--- src/rtl/cond_sel_pkg.sv ---
package cond_sel_pkg;
  localparam int FLAG_W = 4;
  localparam int FLG_N  = 3;
  localparam int FLG_Z  = 2;
  localparam int FLG_C  = 1;
  localparam int FLG_V  = 0;

  typedef enum logic [2:0] {
    OP_SEL  = 3'd0,
    OP_SINC = 3'd1,
    OP_SINV = 3'd2,
    OP_SNEG = 3'd3,
    OP_CMP  = 3'd4,
    OP_CMN  = 3'd5
  } csu_op_e;

  // Condition test against packed NZCV
  function automatic logic cond_holds(input logic [3:0] cc, input logic [FLAG_W-1:0] f);
    logic n, z, c, v;
    n = f[FLG_N]; z = f[FLG_Z]; c = f[FLG_C]; v = f[FLG_V];
    case (cc)
      4'h0: cond_holds = z;
      4'h1: cond_holds = !z;
      4'h2: cond_holds = c;
      4'h3: cond_holds = !c;
      4'h4: cond_holds = n;
      4'h5: cond_holds = !n;
      4'h6: cond_holds = v;
      4'h7: cond_holds = !v;
      4'h8: cond_holds = c && !z;
      4'h9: cond_holds = !c || z;
      4'hA: cond_holds = (n == v);
      4'hB: cond_holds = (n != v);
      4'hC: cond_holds = !z && (n == v);
      4'hD: cond_holds = z || (n != v);
      default: cond_holds = 1'b1;
    endcase
  endfunction

  function automatic logic is_compare(input logic [2:0] op);
    is_compare = (op == OP_CMP) || (op == OP_CMN);
  endfunction
endpackage

--- src/rtl/csu_cond_eval.sv ---
module csu_cond_eval
  import cond_sel_pkg::*;
(
  input  logic [3:0]        cond,
  input  logic [FLAG_W-1:0] flags_in,
  output logic              cond_hold
);
  always_comb cond_hold = cond_holds(cond, flags_in);
endmodule

--- src/rtl/csu_select_path.sv ---
module csu_select_path
  import cond_sel_pkg::*;
#(
  parameter int DATA_W = 64
) (
  input  logic [2:0]        op_sel,
  input  logic              wide,
  input  logic              cond_hold,
  input  logic [DATA_W-1:0] opa,
  input  logic [DATA_W-1:0] opb,
  output logic [DATA_W-1:0] sel_res
);
  localparam int HALF_W = DATA_W / 2;
  localparam logic [DATA_W-1:0] ONE = {{(DATA_W-1){1'b0}}, 1'b1};

  function automatic logic [DATA_W-1:0] alt_value(input logic [2:0] op, input logic [DATA_W-1:0] b);
    case (op)
      OP_SINC: alt_value = b + ONE;
      OP_SINV: alt_value = ~b;
      OP_SNEG: alt_value = ~b + ONE;
      default: alt_value = b;
    endcase
  endfunction

  logic [DATA_W-1:0] raw;
  logic [DATA_W-1:0] width_mask;

  always_comb begin
    raw        = cond_hold ? opa : alt_value(op_sel, opb);
    width_mask = wide ? {DATA_W{1'b1}} : {{(DATA_W-HALF_W){1'b0}}, {HALF_W{1'b1}}};
    sel_res    = raw & width_mask;
  end
endmodule

--- src/rtl/csu_compare_path.sv ---
module csu_compare_path
  import cond_sel_pkg::*;
#(
  parameter int DATA_W = 64,
  parameter int IMM_W  = 5
) (
  input  logic              add_mode,
  input  logic              wide,
  input  logic              cond_hold,
  input  logic              use_imm,
  input  logic [IMM_W-1:0]  imm5,
  input  logic [DATA_W-1:0] opa,
  input  logic [DATA_W-1:0] opb,
  input  logic [FLAG_W-1:0] fallback,
  output logic [FLAG_W-1:0] cmp_flags
);
  localparam int HALF_W = DATA_W / 2;

  logic [DATA_W-1:0] b_sel, b_op;
  logic              cin;
  logic [DATA_W:0]   sum_w;
  logic [HALF_W:0]   sum_n;
  logic [FLAG_W-1:0] flg_w, flg_n;

  function automatic logic [FLAG_W-1:0] pack_flags(input logic sgn, input logic zro,
                                                   input logic cry, input logic ovf);
    logic [FLAG_W-1:0] f;
    f = '0;
    f[FLG_N] = sgn; f[FLG_Z] = zro; f[FLG_C] = cry; f[FLG_V] = ovf;
    pack_flags = f;
  endfunction

  always_comb begin
    b_sel = use_imm ? {{(DATA_W-IMM_W){1'b0}}, imm5} : opb;
    b_op  = add_mode ? b_sel : ~b_sel;
    cin   = !add_mode;
    sum_w = {1'b0, opa} + {1'b0, b_op} + {{DATA_W{1'b0}}, cin};
    sum_n = {1'b0, opa[HALF_W-1:0]} + {1'b0, b_op[HALF_W-1:0]} + {{HALF_W{1'b0}}, cin};
    flg_w = pack_flags(sum_w[DATA_W-1], sum_w[DATA_W-1:0] == '0, sum_w[DATA_W],
                       (opa[DATA_W-1] == b_op[DATA_W-1]) && (sum_w[DATA_W-1] != opa[DATA_W-1]));
    flg_n = pack_flags(sum_n[HALF_W-1], sum_n[HALF_W-1:0] == '0, sum_n[HALF_W],
                       (opa[HALF_W-1] == b_op[HALF_W-1]) && (sum_n[HALF_W-1] != opa[HALF_W-1]));
    cmp_flags = !cond_hold ? fallback : (wide ? flg_w : flg_n);
  end
endmodule

--- src/rtl/cond_sel_unit.sv ---
module cond_sel_unit
  import cond_sel_pkg::*;
#(
  parameter int DATA_W = 64,
  parameter int IMM_W  = 5
) (
  input  logic              clk,
  input  logic              rst_n,
  input  logic [2:0]        op_sel,
  input  logic              wide,
  input  logic [3:0]        cond,
  input  logic [3:0]        flags_in,
  input  logic [DATA_W-1:0] opa,
  input  logic [DATA_W-1:0] opb,
  input  logic [IMM_W-1:0]  imm5,
  input  logic              use_imm,
  input  logic [3:0]        fallback,
  output logic [DATA_W-1:0] result,
  output logic [3:0]        flags_out
);
  logic              cond_hold;
  logic              is_cmp;
  logic [DATA_W-1:0] sel_res, res_d;
  logic [FLAG_W-1:0] cmp_flags, flg_d;

  csu_cond_eval u_cond (
    .cond      (cond),
    .flags_in  (flags_in),
    .cond_hold (cond_hold)
  );

  csu_select_path #(.DATA_W(DATA_W)) u_sel (
    .op_sel    (op_sel),
    .wide      (wide),
    .cond_hold (cond_hold),
    .opa       (opa),
    .opb       (opb),
    .sel_res   (sel_res)
  );

  csu_compare_path #(.DATA_W(DATA_W), .IMM_W(IMM_W)) u_cmp (
    .add_mode  (op_sel == OP_CMN),
    .wide      (wide),
    .cond_hold (cond_hold),
    .use_imm   (use_imm),
    .imm5      (imm5),
    .opa       (opa),
    .opb       (opb),
    .fallback  (fallback),
    .cmp_flags (cmp_flags)
  );

  always_comb begin
    is_cmp = is_compare(op_sel);
    res_d  = is_cmp ? '0 : sel_res;
    flg_d  = is_cmp ? cmp_flags : flags_in;
  end

  always_ff @(posedge clk or negedge rst_n) begin
    if (!rst_n) begin
      result    <= '0;
      flags_out <= '0;
    end else begin
      result    <= res_d;
      flags_out <= flg_d;
    end
  end
endmodule

--- config.mk ---
export PLATFORM = sky130hd
export DESIGN_NAME = cond_sel_unit
export DESIGN_NICKNAME = d
export VERILOG_FILES = /design/src/rtl/cond_sel_pkg.sv /design/src/rtl/csu_cond_eval.sv /design/src/rtl/csu_select_path.sv /design/src/rtl/csu_compare_path.sv /design/src/rtl/cond_sel_unit.sv
export SDC_FILE = /design/constraint.sdc
export NUM_CORES = 1
export LEC_CHECK = 0
export BUFFER_PORTS_ARGS = -buffer_cell sky130_fd_sc_hd__buf_2
export CORE_ASPECT_RATIO = 0.8
export CORE_MARGIN = 3
export CORE_UTILIZATION = 40
export CTS_BUF_LIST = sky130_fd_sc_hd__clkbuf_8
export DETAILED_ROUTE_END_ITERATION = 8
export PLACE_DENSITY_LB_ADDON = 0.08
export SLEW_MARGIN = 10
export SYNTH_ARGS = -nofsm -noshare
export SYNTH_HDL_FRONTEND = slang
export SYNTH_HIERARCHICAL = 1
export SYNTH_SLANG_ARGS = --single-unit
--- constraint.sdc ---
create_clock -name clk -period 0.8 [get_ports clk]
set_input_delay 0.04 -clock clk [delete_from_list [all_inputs] [get_ports clk]]
set_output_delay 0.04 -clock clk [all_outputs]
set_load 0.02 [all_outputs]
# --- Word level (Yosys, flattened, before mapping) ---
# Cells that the tools add are included.
totals:
  ff_bits: 68
  latch_bits: 0
  mem_bits_rw: 0
  rom_bits: 0
  inputBits: 152
  elab_cells: 60
  n_memories: 0
op_classes:
  add_sub_neg: 6
  multipliers: 0
  div_mod_pow: 0
  n_lt_le_gt_ge: 0
  n_eq_ne: 24
  shifts: 0
  n_mux: 10
  bitwise: 3
  reduce_logical: 15
op_table:
  columns: ["operator", "count"]
  rows:
  - ["$mux W64", 5]
  - ["$pmux W64 S3", 1]
  - ["$add A64 B1 Y64 const B", 2]
  - ["$not A64 Y64", 2]
  - ["$add A64 B64 Y65", 1]
  - ["$add A65 B1 Y65", 1]
  - ["$and A64 B64 Y64", 1]
  - ["$logic_not A64 Y1", 1]
  - ["$add A32 B32 Y33", 1]
  - ["$add A33 B1 Y33", 1]
  - ["$logic_not A32 Y1", 1]
  - ["$eq A4 B4 Y1 const B", 6]
  - ["$eq A4 B3 Y1 const B", 4]
  - ["$pmux W1 S14", 1]
  - ["$mux W4", 3]
  - ["$eq A4 B2 Y1 const B", 2]
  - ["$eq A3 B2 Y1 const B", 2]
  - ["$eq A3 B3 Y1 const B", 2]
  - ["$logic_not A1 Y1", 5]
  - ["$eq A4 B1 Y1 const B", 1]
  - ["$logic_and A1 B1 Y1", 4]
  - ["$logic_not A4 Y1", 1]
  - ["$eq A1 B1 Y1", 3]
  - ["$eq A3 B1 Y1 const B", 1]
  - ["2 further kinds", 6]

# --- Longest topological paths before layout ---
# Gate-level depths: netlist of the first run.
logic_depth:
  depth_word: 10
  depth_mapped: 21
  ltp_nobuf: 18

# --- Cells and area by module ---
# The synthesis of the first run kept the hierarchy.
by_module_without_submodules:
  columns: ["module", "instances", "cells_per_inst", "area_each_um2", "seq_area_each_um2"]
  rows:
  - ["csu_compare_path", 1, 945, 6238.5, 0.0]
  - ["csu_select_path", 1, 865, 5078.6, 0.0]
  - ["cond_sel_unit", 1, 146, 2224.6, 1701.6]
  - ["csu_cond_eval", 1, 23, 165.2, 0.0]

# --- Least setup slack after synthesis of the first run ---
# Ideal clock, no wire load.
synth_path:
  kind: "input-to-reg"
  start: "input op_sel[1]"
  end: "register flags_out[2]"
  setup_ns: 0.064
  arrival_time_ns: 4.656
  slack_ns: -3.920
  path_stages: 21
  path_cell_list: "nand2b_4 -> clkbuf_1 -> nor2_1 -> clkbuf_1 -> buf_1 -> clkbuf_1 -> xnor2_1 -> ha_1 -> clkbuf_1 -> and4_1 -> and2_1 -> a221oi_1 -> a21oi_1 -> or3_1 -> o2bb2ai_1 -> nor4_1 -> nand4_1 -> a2111oi_2 -> nand4_1 -> nand2b_1 -> mux2_4"
synth_via:
  elab_chain_len: 8
  elab_cells_between_ends: 14
  cone_classes: "4 x add/sub; 2 x eq/ne; 4 x mux; 4 x reduce/logical"
synth_lines:
  columns: ["item", "line_no", "source"]
  rows:
  - ["from (decl)", "cond_sel_unit.sv:9", "input logic [2:0] op_sel,"]
  - ["$eq A3 B3 Y1 *", "cond_sel_unit.sv:42", ".add_mode (op_sel == OP_CMN),"]
  - ["$mux W64", "csu_compare_path.sv:35", "b_op = add_mode ? b_sel : ~b_sel;"]
  - ["$add A64 B64 Y65 / $add A32 B32 Y33 (equally long branches)", "csu_compare_path.sv:37, csu_compare_path.sv:38", null]
  - ["$add A65 B1 Y65 / $add A33 B1 Y33 (equally long branches)", "csu_compare_path.sv:37, csu_compare_path.sv:38", null]
  - ["$logic_not A64 Y1 / $logic_not A32 Y1 (equally long branches)", "csu_compare_path.sv:39, csu_compare_path.sv:41", null]
  - ["$mux W4 * (2 in series)", "csu_compare_path.sv:43", "cmp_flags = !cond_hold ? fallback : (wide ? flg_w : flg_n);"]
  - ["via cmp_flags[2]", "cond_sel_unit.sv:24", "logic [FLAG_W-1:0] cmp_flags, flg_d;"]
  - ["$mux W4 *", "cond_sel_unit.sv:56", "flg_d = is_cmp ? cmp_flags : flags_in;"]
  - ["via flg_d[2]", "cond_sel_unit.sv:24", null]
  - ["to (signal assigned)", "cond_sel_unit.sv:65", "flags_out <= flg_d;"]
  - ["to (decl)", "cond_sel_unit.sv:19", "output logic [3:0] flags_out"]
# The timed path passes the listed nets; every way through them passes the cells marked *.

# --- Worst setup path in the final report of the first run ---
layout_path:
  start: "input use_imm"
  end: "register flags_out[2]"
layout_via:
  elab_chain_len: 9
  elab_cells_between_ends: 12
  cone_classes: "4 x add/sub; 5 x mux; 1 x bitwise; 2 x reduce/logical"
layout_lines:
  columns: ["item", "line_no", "source"]
  rows:
  - ["from (decl)", "cond_sel_unit.sv:16", "input logic use_imm,"]
  - ["$mux W64 *", "csu_compare_path.sv:34", "b_sel = use_imm ? {{(DATA_W-IMM_W){1'b0}}, imm5} : opb;"]
  - ["$not A64 Y64", "csu_compare_path.sv:35", null]
  - ["$mux W64 *", "csu_compare_path.sv:35", null]
  - ["$add A64 B64 Y65 / $add A32 B32 Y33 (equally long branches)", "csu_compare_path.sv:37, csu_compare_path.sv:38", null]
  - ["$add A65 B1 Y65 / $add A33 B1 Y33 (equally long branches)", "csu_compare_path.sv:37, csu_compare_path.sv:38", null]
  - ["$logic_not A64 Y1 / $logic_not A32 Y1 (equally long branches)", "csu_compare_path.sv:39, csu_compare_path.sv:41", null]
  - ["$mux W4 * (2 in series)", "csu_compare_path.sv:43", null]
  - ["via cmp_flags[2]", "cond_sel_unit.sv:24", null]
  - ["$mux W4 *", "cond_sel_unit.sv:56", null]
  - ["via flg_d[2]", "cond_sel_unit.sv:24", null]
# Marked as above.

==> run metrics, run 1 <==
grt ovf 0; #FFs+latches synth 68; DR DRC count 0; Vias/cell 6.10; Startpoint Class input pin; Clock Tree Buf Depth 2; fin area 22900 sq um; failing checks antenna violations, negative setup slack; Final period util 453%; fin. max-slew vios 0; number of iterations in the first detailed-routing pass 6; Switching Fraction 46.6%; Post-Syn Area 13700 sq um; H-Tree Depth 3; PwrDens 1130 nW/um^2; cell repeated most along the worst path buf_4; Avg Cell Area, Syn 6.93 sq um; routed len/inst 23.3 um; Multi-input gate area 12900 sq um; combinational family with the most area after synthesis simple AND/OR/NAND/NOR gates; async set or reset register ratio after synthesis 100%; Worst-Margin Slew 0.733 ns; Synth Area in Compound Gates 29.2%; sequential area share after synthesis 12.4%; mux contribution to synthesized area 3.40%; Cell Chain, Critical Path buf_4 > buf_12 > nor2b_1 > buf_4 > xnor2_2 > ha_1 > o211ai_1 > buf_4 > a21oi_4 > buf_4 > o21a_1 > or3_1 > a2111oi_4 > nand4_1 > nor4_2 > buf_4 > nand4_1 > a2111oi_2 > nand4_1 > nand2b_1 > mux2_4; CTS tree built; Die H 172 um; IO buf count 219; Tot GR Track Use 38.7%; starting density of the core 41.4%; Num CTS Buffers 9; initial antenna violation count 6; IO Count 220; nets@finish 3035; Reg power frac 15.7%; simple-gate portion of the synthesized area 33.3%; vias post-DR 19.8k; Setup violations, final 136; Peak VDD IR 768 uV; RSZ-0062 raised after global routing yes; crit-path max cell delay 0.40 ns; Mapped Nets 2210; global-route wire length before repair 108000 um; filler cell count 2859; Die X 213 um; Worst Path Arrival 3.97 ns; drt initial violations 2310; crit path max fanout 9; vias in the first global route 18.1k; Clock Power Share 11.0%; XOR/XNOR Fraction of Synth Area 8.63%; Hold Path Class in2reg; Setup WS post-layout -2.82 ns; net switching power 12.0 mW; ys flop type dfrtp_1; Core Area 33100 sq um; Worst path slowest cell a2111oi_4; final RePlAce weighted congestion 1.03; overall routed net length 75600 um; number of synthesis warnings 6; Post-DP HPWL 59000 um; Area Overhead vs Synth 67.0%; max_cap viols 0; Synth Instances 1979; Final Critical Period 3.62 ns; Post-synth EDFFs 0; pin count of the biggest net entering global routing 69; full die area 36500 sq um; clock sink count 68; worst endpoint required time 1.15 ns; max frequency 0.276 GHz; max_slew headroom 51.1%; CP Class in2reg; Worst Setup End Kind flop; hold path start fallback[1]; clock root buffer clkbuf_8; Int Power 13.8 mW; outcome complete, but fails checks; Post-Synth Adder-Cell Area 7.27%; post-synth cell types 94; register area 1700 sq um; Tot Pwr 25.8 mW; Worst-path clk slew 0.09 ns; endpoints failing hold 0; antenna viol nets, final 1; layout cells sized above 1 44.5%; DP Area 20600 sq um; share of total power in combinational logic 73.4%; Static Leak 10.3 nW; crit path from use_imm; Placement Rows 59
==> flip-flops by register name, summed over array words and instances, names as in the netlist <==
| signal | cells |
|---|---|
| flags_out | 4 |
| result | 64 |
==> what timing repair did <==
action                                  in CTS  in global routing
endpoints found under the setup margin     136                136
pin swaps                                   47                 40
resized for setup                          141                143
setup buffers                               41                 22
hold buffers                                 4                  0
cloned                                       5                  5
hold endpoints to repair                    71                  0
==> final timing paths <==
| check | end | slack, ns | cells past startpoint |
|---|---|---|---|
| setup / recovery | flags_out[2] | -2.82 | 21 |
| hold / removal | flags_out[1] | 0.03 | 4 |
| max in group asynchronous | result[32] | 0.25 | 3 |
| min in group asynchronous | flags_out[2] | 0.05 | 2 |
==> Yosys cell counts (all sizes together) (16+ instances only) <==
cell / instances / share of area [%]
o21ai: 164 / 6.0
nor2: 118 / 3.2
mux2i: 29 / 2.3
o211ai: 27 / 1.5
nor3: 64 / 2.3
nand2: 184 / 5.0
inv: 48 / 1.3
nand3: 75 / 2.7
clkbuf: 115 / 3.2
buf: 32 / 1.3
nand2b: 29 / 1.4
or2: 16 / 0.73
nor2b: 74 / 3.4
ha: 78 / 7.1
or3: 38 / 1.7
a31oi: 33 / 1.5
o21a: 26 / 1.4
xor2: 21 / 1.3
and3: 34 / 1.6
and2: 74 / 3.4
dfrtp: 68 / 12
o22ai: 21 / 0.96
or4: 17 / 1.0
a21oi: 132 / 4.8
nor4: 23 / 1.0
nand4: 59 / 2.8
xnor2: 114 / 7.3
a21o: 31 / 1.7
==> layout make-up <==
cell class	count	share of cell area [%]
tap	427	2.33
multi-input combinational	1714	56.3
antenna	8	0.0874
inverter	50	0.907
clock inverter	6	0.175
sequential	68	7.43
clock buffer	10	0.601
timing repair buffer	961	32.2
==> kinds of logic (layout without fill, tap and decap cells) <==
kind of cell,after synthesis,count (layout)
AOI/OAI and AO/OA,608,608
xor gates and xnor gates,135,135
adders and majority gates,79,79
buffers and inverters,197,1027
DFF,68,68
muxes,41,41
other,0,8
and+or+nand+nor,851,851
==> routing by layer <==
layer  track usage (%)  wire length, um  up-vias
met2              54.6            30800     1181
met3              11.0             9070      188
met1              56.7            33100     9394
met4              10.3             2310       10
met5              4.51              260        -
li1                  -                -     9005
==> cell usage in the layout (no fill, tap or decap), drive strengths merged, types with 21 or more instances in the layout <==
cell    instances
xor2           21
a21oi         132
nand4          59
nor2b          74
a21o           31
mux2i          29
nand3          75
ha             78
o211ai         27
and2           74
nor4           23
dfrtp          68
o21ai         164
inv            50
and3           34
nand2b         29
nor2          118
nand2         184
o22ai          21
a31oi          33
o21a           26
nor3           64
or3            38
buf           947
xnor2         114
==> worst max-delay path, delay by kind of cell <==
family,cells,cell delay [ns]
multiplexers,1,0.14
adder cells (fa/ha/maj),1,0.38
buffers and inverters,6,0.92
AND/OR/NAND/NOR,7,1.23
AO/OA/AOI/OAI,5,0.97
XOR/XNOR,1,0.28
==> through the flow <==
step	TNS (ns)	utilization, %	setup slack, ns	hold slack [ns]	instances
finish	-121.11	69.1	-2.82	0.0257	3244
global route	-126.36	69.0	-3.02	0.0331	3239
CTS	-116.51	66.1	-2.74	0.00299	3211
detailed placement	-159.88	62.1	-3.38	-0.0686	3147
global placement	-158.54	62.1	-3.32	-0.0667	3147
floorplan	-92.47	-	-2.83	-0.256	1979
==> power by group through the flow <==
stage / logic (mW) / clock network [mW] / registers [mW]
2_1_floorplan: 8.38 / 0 / 4.63
5_1_grt: 20.0 / 3.04 / 4.08
3_3_place_gp: 16.6 / 0 / 4.07
3_5_place_dp: 16.7 / 0 / 4.08
4_1_cts: 17.5 / 2.91 / 4.03
6_report: 18.9 / 2.84 / 4.04
No activity file was read; power rests on OpenSTA's default activity.
==> run 2: changes to the inputs <==
--- a/config.mk
+++ b/config.mk
@@ -11,6 +11,7 @@
 export CORE_UTILIZATION = 40
 export CTS_BUF_LIST = sky130_fd_sc_hd__clkbuf_8
 export DETAILED_ROUTE_END_ITERATION = 8
+export MAX_ROUTING_LAYER = met4
 export PLACE_DENSITY_LB_ADDON = 0.08
 export SLEW_MARGIN = 10
 export SYNTH_ARGS = -nofsm -noshare
==> run metrics, run 2 (synthesized netlist as in run 1, its figures left out) <==
outcome complete, but fails checks; failing checks negative setup slack; Worst Path Arrival 3.98 ns; Worst Setup End Kind flop; max_cap viols 0; commonest non-fill, non-tap cells in the layout buf_4 (662), nand2_1 (171), buf_2 (140); Finished Layout Cells 3284; CP Class in2reg; Setup WS post-layout -2.82 ns; PwrDens 1130 nW/um^2; Area Overhead vs Synth 79.7%; crit path from op_sel[1]; antenna viol nets, final 0; max frequency 0.276 GHz; number of iterations in the first detailed-routing pass 6; Final Critical Period 3.62 ns; WL met1 33600 um; max reg flops 64; RSZ-0062 raised after global routing yes; global-route wire length before repair 113000 um; Hold Path Class in2reg; hold path start opa[44]; worst path bufs/invs 3; pre-CTS setup slack -3.39 ns; DR top layer met4; Final period util 453%; initial antenna violation count 9; met3 wire length 9600 um; Die H 172 um; IO buf count 219; TNS Setup -117.00 ns; Startpoint Class input pin; Worst-Margin Slew 0.722 ns; IO Count 220; Largest regs result x64, flags_out x4; Num CTS Buffers 9; endpoint of the worst hold path result[44]; Cell Chain, Critical Path buf_12 > nand2b_4 > nor2_4 > buf_12 > clkinv_8 > xnor2_4 > ha_1 > a21oi_4 > nor2_1 > o211ai_1 > a31oi_2 > a311o_1 > a211o_1 > a2111oi_4 > nand4_1 > a2111oi_4 > nand4_1 > nand2b_1 > mux2_4; crit-path leading delay family compound AO/OA/AOI/OAI gates; filler cell count 2491; H-Tree Depth 3; Static Leak 11.0 nW; Worst-path clk slew 0.10 ns; routed len/inst 24.2 um; pin count of the biggest net entering global routing 69; layout cells sized above 1 47.7%; Inst Count DP 3135; DR DRC count 0; Placement Rows 59; nets@finish 3075; vias post-DR 20.4k; Peak VDD IR 1050 uV; worst endpoint required time 1.16 ns; clock sink count 68; grt ovf 0; commonest non-fill, non-tap cell in the layout buf_4; Worst path slowest cell o211ai_1; max_slew headroom 51.9%; crit-path max cell delay 0.46 ns; overall routed net length 79400 um; CTS tree built; clock root buffer clkbuf_8; final RePlAce weighted congestion 1.06; crit path max fanout 8; Tot GR Track Use 41.6%; vias in the first global route 18.5k; Clock Tree Buf Depth 2; Min Hold Slack 0.0435 ns; Final Util 74.3%; Setup violations, final 136; WL met2 32800 um; Hold Crit Depth 3; endpoints failing hold 0; Core Area 33100 sq um; drt initial violations 2749; Die X 213 um; Biggest register result; Vias/cell 6.20; full die area 36500 sq um; Post-DP HPWL 58900 um; starting density of the core 41.4%; fin. max-slew vios 0
==> run 2: changes by cell type in the layout (fill, tap and decap cells not counted), sizes merged <==
| cell | delta |
|---|---|
| buf | +37 |
| clkbuf | -4 |
| dlygate4sd3 | +4 |
| clkinv | +3 |
| bufbuf | +2 |
| clkinvlp | -2 |
| bufinv | +1 |
| inv | -1 |
==> run 2: what timing repair did <==
action,in CTS,in global routing
gates resized for setup,406,205
endpoints found under the hold margin,71,2
pin swaps,99,104
buffers inserted,71,55
endpoints found under the setup margin,136,136
gates cloned,12,1
hold buffers,6,2
==> run 2: final cells by class <==
cell class	instances	area, sq um	share of cell area [%]
sequential	68	1700	6.91
multi-input combinational	1714	13500	54.9
antenna	8	20.0	0.0813
inverter	50	213	0.864
clock buffer	9	124	0.503
timing repair buffer	1001	8440	34.3
tap	427	534	2.17
clock inverter	7	73.8	0.300
==> run 2: routing by layer <==
layer  track usage (%)  vias to the layer above
met3              10.2                      264
li1                  -                     9075
met2              59.0                     1375
met4              11.0                        0
met1              58.7                     9650
met5                 -                        -
==> run 2: worst min-delay path, stage by stage <==
cell	delay (ns)
buf_2	0.11
a32o_1	0.16
and2_1	0.11
==> run 2: how the worst max path moves through the flow <==
| stage | endpoint | slack (ns) | cells after the start |
|---|---|---|---|
| finish | flags_out[2] | -2.82 | 19 |
| global route | flags_out[2] | -2.93 | 20 |
| CTS | flags_out[2] | -2.77 | 21 |
| detailed placement | flags_out[2] | -3.39 | 21 |
| global placement | flags_out[2] | -3.33 | 21 |
| floorplan | flags_out[2] | -2.83 | 21 |
==> run 2: power breakdown <==
part           switching, mW  leakage, nW  internal [mW]
registers              0.239        0.863           3.87
logic                   10.8         9.99           9.78
clock network           1.65        0.100           1.45
total                   12.6         11.0           15.1
==> run 2: stage by stage <==
step	instance area (sq um)	power (mW)
after detailed placement	20500	20.7
after floorplan	14800	13.0
after global routing	24600	29.0
after CTS	23400	26.2
after global placement	20500	20.5
final	24600	27.7
